===== src/rtl/err_log_pkg.sv =====
package err_log_pkg;
  localparam int TAG_W   = 6;
  localparam int REG_W   = 8;
  localparam int DIS_BIT = 7;
  localparam int VLD_BIT = 6;

  typedef struct packed {
    logic             dis;
    logic             vld;
    logic [TAG_W-1:0] tag;
  } cap_reg_t;
endpackage


===== src/rtl/err_log_rst_sync.sv =====
module err_log_rst_sync #(
  parameter int STAGES = 2
) (
  input  logic clk,
  input  logic rst_n,
  output logic rst_sync_n
);
  logic [STAGES-1:0] sync_q;

  always_ff @(posedge clk or negedge rst_n) begin
    if (!rst_n) sync_q <= '0;
    else        sync_q <= {sync_q[STAGES-2:0], 1'b1};
  end

  assign rst_sync_n = sync_q[STAGES-1];
endmodule


===== src/rtl/err_cap_reg.sv =====
module err_cap_reg
  import err_log_pkg::*;
(
  input  logic             clk,
  input  logic             rst_n,
  input  logic             err,
  input  logic [TAG_W-1:0] tag_in,
  input  logic             wr_en,
  input  logic             wr_dis,
  input  logic             wr_clr,
  output cap_reg_t         reg_q,
  output logic             accept,
  output logic             retire
);
  cap_reg_t reg_d;
  logic     vld_keep;
  logic     clr_hit;
  logic     reg_en;

  always_comb begin
    clr_hit  = wr_en & wr_clr;
    vld_keep = reg_q.vld & ~clr_hit;
    accept   = err & ~reg_q.dis;
    retire   = err & reg_q.dis;
    reg_en   = wr_en | accept;

    reg_d.dis = wr_en ? wr_dis : reg_q.dis;
    reg_d.vld = vld_keep | accept;
    if (vld_keep)    reg_d.tag = reg_q.tag;
    else if (accept) reg_d.tag = tag_in;
    else             reg_d.tag = '0;
  end

  always_ff @(posedge clk or negedge rst_n) begin
    if (!rst_n)      reg_q <= '0;
    else if (reg_en) reg_q <= reg_d;
  end
endmodule


===== src/rtl/err_first_next.sv =====
module err_first_next #(
  parameter int NUM_CLASSES = 4
) (
  input  logic                   clk,
  input  logic                   rst_n,
  input  logic [NUM_CLASSES-1:0] acc,
  input  logic [NUM_CLASSES-1:0] ferr_clr,
  input  logic [NUM_CLASSES-1:0] nerr_clr,
  output logic [NUM_CLASSES-1:0] ferr_q,
  output logic [NUM_CLASSES-1:0] nerr_q,
  output logic                   irq
);
  localparam int NC = NUM_CLASSES;

  logic [NC-1:0] ferr_keep;
  logic [NC-1:0] nerr_keep;
  logic [NC-1:0] first_pick;
  logic [NC-1:0] ferr_d;
  logic [NC-1:0] nerr_d;
  logic          found;
  logic          upd_en;

  always_comb begin
    ferr_keep  = ferr_q & ~ferr_clr;
    nerr_keep  = nerr_q & ~nerr_clr;
    first_pick = '0;
    found      = 1'b0;
    for (int k = 0; k < NC; k++) begin
      if (acc[k] && !found) begin
        first_pick[k] = 1'b1;
        found         = 1'b1;
      end
    end
    if (ferr_keep == '0) begin
      ferr_d = first_pick;
      nerr_d = nerr_keep | (acc & ~first_pick);
    end else begin
      ferr_d = ferr_keep;
      nerr_d = nerr_keep | acc;
    end
    upd_en = (|acc) | (|ferr_clr) | (|nerr_clr);
  end

  always_ff @(posedge clk or negedge rst_n) begin
    if (!rst_n) begin
      ferr_q <= '0;
      nerr_q <= '0;
    end else if (upd_en) begin
      ferr_q <= ferr_d;
      nerr_q <= nerr_d;
    end
  end

  assign irq = (|ferr_q) | (|nerr_q);
endmodule


===== src/rtl/err_first_log.sv =====
module err_first_log
  import err_log_pkg::*;
#(
  parameter int NUM_CLASSES = 4
) (
  input  logic                         clk,
  input  logic                         rst_n,
  input  logic [NUM_CLASSES-1:0]       err_pulse,
  input  logic [NUM_CLASSES*TAG_W-1:0] err_tag,
  input  logic [NUM_CLASSES-1:0]       cap_wr_en,
  input  logic [REG_W-1:0]             cap_wr_data,
  input  logic [NUM_CLASSES-1:0]       ferr_clr,
  input  logic [NUM_CLASSES-1:0]       nerr_clr,
  output logic [NUM_CLASSES*REG_W-1:0] cap_q,
  output logic [NUM_CLASSES-1:0]       ferr_q,
  output logic [NUM_CLASSES-1:0]       nerr_q,
  output logic                         irq,
  output logic [NUM_CLASSES-1:0]       retire_now
);
  localparam int NC = NUM_CLASSES;

  logic          rst_sync_n;
  logic [NC-1:0] acc;
  logic          unused_wr_bits;

  assign unused_wr_bits = ^cap_wr_data[TAG_W-1:0];

  err_log_rst_sync #(.STAGES(2)) u_rst (
    .clk        (clk),
    .rst_n      (rst_n),
    .rst_sync_n (rst_sync_n)
  );

  for (genvar c = 0; c < NC; c++) begin : g_cls
    cap_reg_t reg_q;

    err_cap_reg u_cap (
      .clk    (clk),
      .rst_n  (rst_sync_n),
      .err    (err_pulse[c]),
      .tag_in (err_tag[c*TAG_W +: TAG_W]),
      .wr_en  (cap_wr_en[c]),
      .wr_dis (cap_wr_data[DIS_BIT]),
      .wr_clr (cap_wr_data[VLD_BIT]),
      .reg_q  (reg_q),
      .accept (acc[c]),
      .retire (retire_now[c])
    );

    assign cap_q[c*REG_W +: REG_W] = reg_q;
  end

  err_first_next #(.NUM_CLASSES(NC)) u_seq (
    .clk      (clk),
    .rst_n    (rst_sync_n),
    .acc      (acc),
    .ferr_clr (ferr_clr),
    .nerr_clr (nerr_clr),
    .ferr_q   (ferr_q),
    .nerr_q   (nerr_q),
    .irq      (irq)
  );
endmodule


===== config.mk =====
export PLATFORM = sky130hd
export DESIGN_NAME = err_first_log
export DESIGN_NICKNAME = d
export VERILOG_FILES = /design/src/rtl/err_log_pkg.sv /design/src/rtl/err_log_rst_sync.sv /design/src/rtl/err_cap_reg.sv /design/src/rtl/err_first_next.sv /design/src/rtl/err_first_log.sv
export SDC_FILE = /design/constraint.sdc
export NUM_CORES = 1
export LEC_CHECK = 0
export BUFFER_PORTS_ARGS = -buffer_cell sky130_fd_sc_hd__buf_2
export CAP_MARGIN = 10
export CORE_UTILIZATION = 35
export CTS_BUF_LIST = sky130_fd_sc_hd__clkbuf_8
export CTS_CLUSTER_DIAMETER = 100
export CTS_CLUSTER_SIZE = 30
export DETAILED_ROUTE_END_ITERATION = 12
export PLACE_DENSITY = 0.68
export SLEW_MARGIN = 40
export SYNTH_ARGS = -nofsm -noshare
export SYNTH_HDL_FRONTEND = slang
export SYNTH_SLANG_ARGS = --single-unit

===== constraint.sdc =====
create_clock -name clk -period 1.4 [get_ports clk]
set_clock_uncertainty 0.1 [all_clocks]
set_input_delay 0 -clock clk [delete_from_list [all_inputs] [get_ports clk]]
set_output_delay 0 -clock clk [all_outputs]
set_load 0.05 [all_outputs]

==> results of run 1 <==
logic make-up (layout without fill, tap and decap cells):
group	count (synthesis)	after routing
flops	42	42
compound gates	44	44
simple gates	40	40
buf+inv	7	151
other cells	1	1
mux	3	3
worst min-delay path, cell delays in order:
cell and delay (ns):
buf_2 0.14, nand2_1 0.10, nand2_1 0.06, nand2_1 0.06
per-stage QoR:
stage	instance area [µm²]	TNS (ns)	utilization, %	setup WS (ns)	hold WS (ns)
3_3_place_gp	2330	0	49.1	0.0948	-0.313
4_1_cts	2860	0	60.1	0.0321	0.00217
6_report	2910	0	61.2	0.0346	0.00158
2_1_floorplan	1790	-0.608	-	-0.0506	-0.396
3_5_place_dp	2330	0	49.1	0.0776	-0.314
5_1_grt	2910	0	61.2	0.000847	0.0234
worst min-delay path by stage:
stage | start | endpoint | slack (ns) | cells past startpoint
floorplan | rst_n | u_rst.sync_q[0]$_DFF_PN0_ | -0.40 | 0
global placement | rst_n | u_rst.sync_q[0]$_DFF_PN0_ | -0.31 | 1
detailed placement | rst_n | u_rst.sync_q[0]$_DFF_PN0_ | -0.31 | 1
CTS | cap_wr_data[6] | g_cls[3].u_cap.reg_q[6]$_DFFE_PN0P_ | 0.002 | 4
global route | cap_wr_data[6] | g_cls[3].u_cap.reg_q[6]$_DFFE_PN0P_ | 0.02 | 4
finish | cap_wr_data[6] | g_cls[3].u_cap.reg_q[6]$_DFFE_PN0P_ | 0.002 | 4
report_power, final:
| group | internal [W] | total [W] | switching (W) | leakage (nW) |
|---|---|---|---|---|
| registers | 0.00138 | 0.00150 | 0.000119 | 0.526 |
| logic | 0.000495 | 0.00143 | 0.000936 | 0.910 |
| clock network | 0.000391 | 0.000792 | 0.000401 | 0.0524 |
| total | 0.00226 | 0.00372 | 0.00146 | 1.49 |
sequential cells by signal (all words and copies together) (netlist names):
register,flops
u_seq.nerr_q,4
u_rst.sync_q,2
g_cls.u_cap.reg_q,32
u_seq.ferr_q,4
synthesized netlist by cell type, drive strengths merged:
cell type | count | share of area [%]
conb | 1 | 0.22
dfrtp | 42 | 60
mux2 | 3 | 1.9
o22ai | 1 | 0.36
and2 | 4 | 1.4
nor2 | 1 | 0.22
nor4 | 4 | 2.3
a2bb2oi | 2 | 1.7
a21oi | 7 | 2.0
nand2b | 8 | 3.3
a22o | 24 | 12
inv | 3 | 0.65
nor2b | 9 | 4.1
a31o | 1 | 0.50
o21ai | 3 | 0.86
o221ai | 1 | 0.50
o211a | 2 | 1.1
buf | 4 | 1.7
a21o | 1 | 0.50
a41o | 2 | 1.1
nand2 | 14 | 3.0
metal layers:
metal | vias to the layer above | wire (µm) | share of wire (%) | track usage [%]
met4 | 0 | 91 | 1.9 | 7.63
li1 | 785 | - | - | -
met5 | - | 0 | 0 | 0
met3 | 9 | 176 | 3.7 | 3.06
met1 | 813 | 1950 | 40 | 21.7
met2 | 48 | 2590 | 54 | 34.7
layout make-up:
| type | count | area, µm² | area share (%) |
|---|---|---|---|
| clock inverter | 2 | 8.76 | 0.301 |
| timing repair buffer | 140 | 951 | 32.7 |
| clock buffer | 6 | 82.6 | 2.84 |
| multi-input combinational | 88 | 708 | 24.3 |
| tap | 67 | 83.8 | 2.88 |
| sequential | 42 | 1060 | 36.6 |
| inverter | 3 | 11.3 | 0.387 |
what timing repair did:
action                                  CTS  global route
setup buffers                             0             1
endpoints found under the hold margin    41             1
hold buffers                             43             1
gates resized for setup                   0            10
endpoints found under the setup margin    0             3
==> flow_metrics.env, run 1 <==
export IMPL_initial_core_util_pct=36.7
export IMPL_antenna_found_initial=0
export IMPL_cts_max_level=2
export IMPL_rows=25
export IMPL_reg2reg_depth=3
export IMPL_cts_buffer_depth=2
export IMPL_first_global_vias=1607
export IMPL_synth_simple_gate_area_share_pct=14.4
export IMPL_fmax_ghz=0.732
export IMPL_rsz0062_at_grt="no"
export IMPL_via_per_inst=4.76
export IMPL_crit_family="flip-flops"
export IMPL_diodes=0
export IMPL_nets=330
export IMPL_drv_slew=0
export IMPL_cts_buffers=5
export IMPL_cap_violations=0
export IMPL_via_count=1655
export IMPL_p_total_w=0.00372
export IMPL_chipWidth_um=72.6
export IMPL_crit_end="irq"
export IMPL_cp_data_required_time_ns=1.30
export IMPL_period_needed_ns=1.37
export IMPL_grt_start_max_net_pins=22
export IMPL_filler_cell_count=426
export IMPL_path_buf_inv=2
export IMPL_drc_errors=0
export IMPL_hpwl_mm=3.09
export IMPL_max_stage_delay_ns=0.41
export IMPL_r2r_setup_slack_ns=0.06
export IMPL_grt_pass1_wl_mm=7.43
export IMPL_dp_cells=295
export IMPL_layout_commonest_cell="buf_2"
export IMPL_grt_overflow=0
export IMPL_netlist_area_um2=1740
export IMPL_gp_congestion=0.746
export IMPL_arrival_ns=1.27
export IMPL_synth_top_family_by_area="compound AO/OA/AOI/OAI gates"
export IMPL_leakagePower_nw=1.49
export IMPL_worstSetupPathType="reg2out"
export IMPL_placeableCoreArea_um2=4750
export IMPL_dr_pass1_iters=4
export IMPL_path_clk_slew_ns=0.08
export IMPL_avgSynthCellArea_um2=12.7
export IMPL_areaGrowthSynthToFinish_pct=67.0
export IMPL_syn_nets=187
export IMPL_drt_iter0_markers=35
export IMPL_startpoint_type="flop"
export IMPL_outcome="finished clean"
export IMPL_numPortBuffers=88
export IMPL_critPathLaunch="u_seq.ferr_q[2]$_DFFE_PN0P_"
export IMPL_fin_crit_sh_pct=97.5
export IMPL_synthMuxAreaShare_pct=1.94
export IMPL_grt_usage_pct=18.8
export IMPL_layout_common_cells="buf_2 (87), dlygate4sd3_1 (44), dfrtp_1 (31)"
export IMPL_stdcell_count=348
export IMPL_finalSetupViolCount=0
export IMPL_cts_sinks=42
export IMPL_root_buffer="clkbuf_8"
export IMPL_synth_cells=137
export IMPL_final_antenna_net_count=0
export IMPL_synth_compound_area_share_pct=20.8
export IMPL_synth_warnings=0
export IMPL_endpoint_kind="primary output"
export IMPL_p_per_area_nw_per_um2=1280
export IMPL_insertion_delay_ns=0.29
export IMPL_die_h_um=72.6
export IMPL_path_cells="buf_4 -> nor4_1 -> nand2_1 -> buf_6"
export IMPL_synth_seq_area_share_pct=60.3
export IMPL_path_depth=4
export IMPL_hold_class="in2reg"
export IMPL_reg2reg_to="g_cls[2].u_cap.reg_q[4]$_DFFE_PN0P_"
export IMPL_drive_gt1_share_pct=47.7
export IMPL_cp_max_fo=2
export IMPL_synth_distinct_cells=24
export IMPL_hold_violations=0
export IMPL_synthAdderAreaFrac_pct=0
export IMPL_wire_per_inst_um=13.8
export IMPL_routed_wl_mm=4.81
export IMPL_synth_xor_area_share_pct=0
export IMPL_peakVddDrop_v=0.000683
export IMPL_io_pins=95
export IMPL_synth_seq_cells=42
export IMPL_die_area_um2=5270
export IMPL_cpMaxStageDelayCell="dfrtp_2"
export IMPL_r2r_start="g_cls[2].u_cap.reg_q[7]$_DFFE_PN0P_"
export IMPL_cts_tree="done"
(Power assumes the default switching activity.)
==> inputs of run 2 (changes only) <==
- CTS_CLUSTER_SIZE: 30 -> default
- PLACE_DENSITY: 0.68 -> 0.65
- clock period: 1.4 -> 1.3 ns (I/O delays scaled with it)
==> run 2 against run 1 <==
Effect of this change:
- the flow now finishes with violations (setup timing)
- non-clock buffer count increased by 5
- critical path depth decreased by 1
- first-iteration DRC count increased by 83%
- largest power group is now combinational logic
==> flow_metrics.env, run 2 (synthesis results as in run 1) <==
export IMPL_outcome="finished, violations left"
export IMPL_violations="setup timing"
export IMPL_pwr_share_clk_pct=20.7
export IMPL_cp_data_required_time_ns=1.20
export IMPL_max_stage_delay_ns=0.42
export IMPL_cpMaxStageDelayCell="dfrtp_1"
export IMPL_drt_iter0_markers=64
export IMPL_peakVddDrop_v=0.000653
export IMPL_cts_tree="done"
export IMPL_cts_sinks=42
export IMPL_drive_gt1_share_pct=50.0
export IMPL_path_clk_slew_ns=0.08
export IMPL_initial_core_util_pct=36.7
export IMPL_top_register="g_cls.u_cap.reg_q"
export IMPL_stdcell_area_um2=3010
export IMPL_die_h_um=72.6
export IMPL_routed_wl_mm=4.99
export IMPL_numPortBuffers=88
export IMPL_layout_common_cells="buf_2 (85), dlygate4sd3_1 (44), dfrtp_1 (29)"
export IMPL_endpoint_kind="primary output"
export IMPL_fin_util_pct=63.2
export IMPL_reg2reg_to="u_seq.ferr_q[3]$_DFFE_PN0P_"
export IMPL_switching_power_w=0.00161
export IMPL_hold_violations=0
export IMPL_cts_buffer_depth=2
export IMPL_fin_crit_sh_pct=105
export IMPL_seq_power_share_pct=39.5
export IMPL_die_area_um2=5270
export IMPL_drc_errors=0
export IMPL_leakagePower_nw=1.53
export IMPL_root_buffer="clkbuf_8"
export IMPL_p_sw_share_pct=39.1
export IMPL_worstSetupPathType="reg2out"
export IMPL_first_global_vias=1656
export IMPL_nets=335
export IMPL_gp_congestion=0.766
export IMPL_reg2reg_depth=4
export IMPL_p_total_w=0.00411
export IMPL_wire_per_inst_um=14.1
export IMPL_placeableCoreArea_um2=4750
export IMPL_r2r_setup_slack_ns=-0.04
export IMPL_grt_usage_pct=19.6
export IMPL_largest_reg_flops=32
export IMPL_layout_setup_ws_ns=-0.0685
export IMPL_insertion_delay_ns=0.29
export IMPL_cp_max_fo=2
export IMPL_chipWidth_um=72.6
export IMPL_diodes=0
export IMPL_grt_pass1_wl_mm=7.69
export IMPL_hpwl_mm=2.96
export IMPL_path_cells="nor4_4 -> nand2_2 -> buf_8"
export IMPL_grt_overflow=0
export IMPL_dr_pass1_iters=4
export IMPL_finalSetupViolCount=4
export IMPL_p_int_w=0.00251
export IMPL_arrival_ns=1.27
export IMPL_antenna_found_initial=0
export IMPL_p_per_area_nw_per_um2=1370
export IMPL_pwr_share_comb_pct=39.8
export IMPL_r2r_start="u_seq.ferr_q[1]$_DFFE_PN0P_"
export IMPL_via_per_inst=4.67
export IMPL_grt_start_max_net_pins=41
export IMPL_hold_class="reg2async"
export IMPL_period_needed_ns=1.37
export IMPL_via_count=1650
export IMPL_placedInstanceArea_um2=2390
export IMPL_reg_top3="g_cls.u_cap.reg_q x32, u_seq.ferr_q x4, u_seq.nerr_q x4"
export IMPL_drv_slew=0
export IMPL_cts_buffers=5
export IMPL_cts_max_level=2
export IMPL_areaGrowthSynthToFinish_pct=72.4
export IMPL_rows=25
export IMPL_startpoint_type="flop"
export IMPL_fmax_ghz=0.731
export IMPL_cap_violations=0
export IMPL_final_antenna_net_count=0
export IMPL_io_pins=95
export IMPL_layout_commonest_cell="buf_2"
export IMPL_rsz0062_at_grt="yes"
[run 2: changes by cell type in the layout (fill, tap and decap cells not counted), moves of 2 or more]
cell,before,now
dfrtp_2,11,13
buf_2,87,85
dfrtp_1,31,29
nand2b_4,2,4
buf_4,7,12
nor2b_4,4,2
nand2b_1,6,4
nor4_4,1,3
[run 2: layout make-up]
cell class,instances,area [µm²]
clock buffers,6,82.6
clock inverters,2,8.76
fillers,414,1750
inverters,3,11.3
multi-input cells,88,738
flip-flops and latches,42,1070
well taps,67,83.8
repair buffers,145,1010
[run 2: metal layers]
| layer | share of wire [%] | routed length [µm] | GRT usage, % |
|---|---|---|---|
| met5 | 0 | 0 | 0 |
| met4 | 1.9 | 95 | 6.75 |
| met2 | 52 | 2610 | 35.4 |
| met1 | 41 | 2040 | 22.3 |
| met3 | 4.9 | 245 | 5.28 |
[run 2: through the flow]
step                cells  setup WS [ns]  TNS (ns)  hold slack (ns)
floorplan             137         -0.151     -2.06           -0.396
global route          353         -0.105    -0.616            0.171
finish                353        -0.0685    -0.154            0.128
CTS                   352        -0.0505    -0.190            0.149
global placement      298        0.00413         0           -0.312
detailed placement    298       -0.00984   -0.0103           -0.312
[run 2: power groups by stage]
| stage | clock network [W] | registers [W] | logic, W |
|---|---|---|---|
| after global placement | 0 | 0.00162 | 0.00144 |
| final | 0.000851 | 0.00163 | 0.00164 |
| after CTS | 0.000873 | 0.00162 | 0.00161 |
| after detailed placement | 0 | 0.00162 | 0.00144 |
| after floorplan | 0 | 0.00223 | 0.000426 |
| after global routing | 0.000937 | 0.00165 | 0.00172 |
[run 2: repair_timing]
item	in CTS	in global routing
endpoints found under the hold margin	42	0
gates resized for setup	8	7
setup buffers	2	1
hold buffers	44	0
setup endpoints to repair	4	21
pin swaps	3	3
[run 2: worst max-delay path by stage]
stage	startpoint	to	slack [ns]	cells after the start
after floorplan	u_seq.ferr_q[0]$_DFFE_PN0P_	u_seq.nerr_q[2]$_DFFE_PN0P_	-0.15	3
after CTS	u_seq.nerr_q[3]$_DFFE_PN0P_	irq	-0.05	3
after detailed placement	u_seq.ferr_q[0]$_DFFE_PN0P_	u_seq.nerr_q[2]$_DFFE_PN0P_	-0.01	4
after global placement	u_seq.ferr_q[0]$_DFFE_PN0P_	u_seq.nerr_q[2]$_DFFE_PN0P_	0.004	4
final	u_seq.nerr_q[2]$_DFFE_PN0P_	irq	-0.07	3
after global routing	u_seq.ferr_q[1]$_DFFE_PN0P_	u_seq.nerr_q[2]$_DFFE_PN0P_	-0.11	4
[run 2: critical path: cells and delay by family (launching register included)]
kind                   cells  cell delay [ns]
flip-flops                 1             0.42
AND/OR/NAND/NOR            2             0.40
buffers and inverters      1             0.16
==> inputs of run 3 (changes only) <==
- CTS_BUF_LIST: sky130_fd_sc_hd__clkbuf_8 -> default
- TNS_END_PERCENT: default -> 1
==> run 3 against run 2 <==
Effect of this change:
- the run still ends with setup timing left
- combinational power barely moved
- power fell by 0.95%
- utilization fell by 0.87 points
- largest power group unchanged
==> flow_metrics.env, run 3 (synthesis results as in run 1) <==
export IMPL_drt_iter0_markers=77
export IMPL_final_seq_area_um2=1060
export IMPL_via_count=1635
export IMPL_antenna_found_initial=0
export IMPL_via_per_inst=4.61
export IMPL_grt_overflow=0
export IMPL_path_buf_inv=2
export IMPL_cts_buffer_depth=2
export IMPL_areaGrowthSynthToFinish_pct=70.1
export IMPL_period_needed_ns=1.40
export IMPL_placeableCoreArea_um2=4750
export IMPL_grt_busiest_layer="met2"
export IMPL_finalSetupViolCount=7
export IMPL_max_stage_delay_ns=0.39
export IMPL_met2_usage_pct=34.6
export IMPL_grt_usage_pct=19.3
export IMPL_reg_top3="g_cls.u_cap.reg_q x32, u_seq.ferr_q x4, u_seq.nerr_q x4"
export IMPL_leakagePower_nw=1.53
export IMPL_worst_hold_slack_ns=0.0198
export IMPL_reg2reg_depth=4
export IMPL_layout_commonest_cell="buf_2"
export IMPL_diodes=0
export IMPL_path_depth=4
export IMPL_gp_congestion=0.765
export IMPL_grtUsageMet1_pct=22.9
export IMPL_drv_slew=0
export IMPL_postCtsSetupBuffers=0
export IMPL_io_pins=95
export IMPL_cts_max_level=2
export IMPL_routed_wl_mm=4.84
export IMPL_initial_core_util_pct=36.7
export IMPL_drive_gt1_share_pct=49.7
export IMPL_outcome="finished, violations left"
export IMPL_worstSetupPathType="reg2out"
export IMPL_startpoint_type="flop"
export IMPL_fin_util_pct=62.3
export IMPL_p_per_area_nw_per_um2=1380
export IMPL_cts_sinks=42
export IMPL_rsz0062_at_grt="yes"
export IMPL_grt_pass1_wl_mm=7.63
export IMPL_root_buffer="clkbuf_8"
export IMPL_endpoint_kind="primary output"
export IMPL_placedInstanceArea_um2=2400
export IMPL_cap_violations=0
export IMPL_rows=25
export IMPL_layout_common_cells="buf_2 (86), dlygate4sd3_1 (40), dfrtp_1 (35)"
export IMPL_hold_violations=0
export IMPL_largest_reg_flops=32
export IMPL_crit_family="flip-flops"
export IMPL_die_h_um=72.6
export IMPL_first_global_vias=1713
export IMPL_wire_per_inst_um=13.6
export IMPL_cts_tree="done"
export IMPL_die_area_um2=5270
export IMPL_path_cells="buf_6 -> nor4_4 -> nand2_1 -> buf_6"
export IMPL_multiInputGateArea_um2=718
export IMPL_holdPathStages=4
export IMPL_stdcell_area_um2=2960
export IMPL_use_met3_pct=4.03
export IMPL_worst_path_most_repeated_cell="buf_6"
export IMPL_nets=337
export IMPL_insertion_delay_ns=0.28
export IMPL_path_clk_slew_ns=0.08
export IMPL_hold_class="in2reg"
export IMPL_top_register="g_cls.u_cap.reg_q"
export IMPL_fmax_ghz=0.716
export IMPL_layout_setup_ws_ns=-0.0959
export IMPL_hpwl_mm=3.14
export IMPL_chipWidth_um=72.6
export IMPL_filler_cell_count=406
export IMPL_cpMaxStageDelayCell="dfrtp_1"
export IMPL_numPortBuffers=88
export IMPL_violations="setup timing"
export IMPL_cp_data_required_time_ns=1.20
export IMPL_fin_crit_sh_pct=107
export IMPL_peakVddDrop_v=0.000823
export IMPL_arrival_ns=1.30
export IMPL_dr_pass1_iters=4
export IMPL_final_antenna_net_count=0
export IMPL_drc_errors=0
export IMPL_cts_buffers=5
export IMPL_grt_start_max_net_pins=21
export IMPL_cp_max_fo=2
## run 3: cell count changes in the layout (fill, tap and decap cells not counted), moves of 2 or more
cell and change:
nand2b_4 -2, dfrtp_1 +6, a21oi_1 -2, buf_4 +6, a21oi_2 +3, dlygate4sd3_1 -4, dfrtp_2 -6
## run 3: repair_timing
action,4_1_cts,5_1_grt
pin swaps,5,2
endpoints found under the setup margin,7,37
endpoints found under the hold margin,41,0
hold buffers,40,0
resized for setup,7,9
## run 3: area by class of cell
type / count / share of cell area (%)
repair buffers: 147 / 33.7
multi-input cells: 88 / 24.2
clock buffers: 7 / 2.91
well taps: 67 / 2.83
clock inverters: 1 / 0.169
inverters: 3 / 0.380
flip-flops and latches: 42 / 35.8
## run 3: metrics by stage
step	worst slack, ns	std cells	setup TNS (ns)	power [W]
floorplan	-0.153	137	-6.33	0.00263
global placement	0.0120	307	0	0.00306
detailed placement	-0.0402	307	-0.0936	0.00307
CTS	-0.0946	355	-0.280	0.00407
global route	-0.147	355	-1.18	0.00428
finish	-0.0959	355	-0.241	0.00408
## run 3: final timing paths
path                                                  start                                  end  slack (ns)
worst max-delay path            u_seq.ferr_q[2]$_DFFE_PN0P_                                  irq        -0.1
worst min-delay path                         cap_wr_data[6]  g_cls[2].u_cap.reg_q[6]$_DFFE_PN0P_        0.02
worst max register to register  u_seq.ferr_q[1]$_DFFE_PN0P_          u_seq.ferr_q[3]$_DFFE_PN0P_       -0.05
worst min register to register    u_rst.sync_q[1]$_DFF_PN0_  g_cls[0].u_cap.reg_q[3]$_DFFE_PN0P_        0.13
max in group asynchronous                             rst_n            u_rst.sync_q[1]$_DFF_PN0_        0.49
min in group asynchronous         u_rst.sync_q[1]$_DFF_PN0_  g_cls[0].u_cap.reg_q[3]$_DFFE_PN0P_        0.13
## run 3: power by group
| group | internal (W) | switching [W] | total, W | leakage, nW |
|---|---|---|---|---|
| clock | 0.000429 | 0.000420 | 0.000849 | 0.0482 |
| combinational | 0.000583 | 0.00104 | 0.00162 | 0.947 |
| sequential | 0.00148 | 0.000124 | 0.00160 | 0.530 |
## run 3: per-layer routing
layer  wire length (µm)  vias up
met1               2040      770
met2               2510       59
met5                  0        -
met4                 91        0
li1                   -      795
met3                195       11
## run 3: worst min-delay path, cell delays in order
cell	delay [ns]
buf_2	0.14
nand2_1	0.11
nand2_1	0.06
nand2_1	0.06
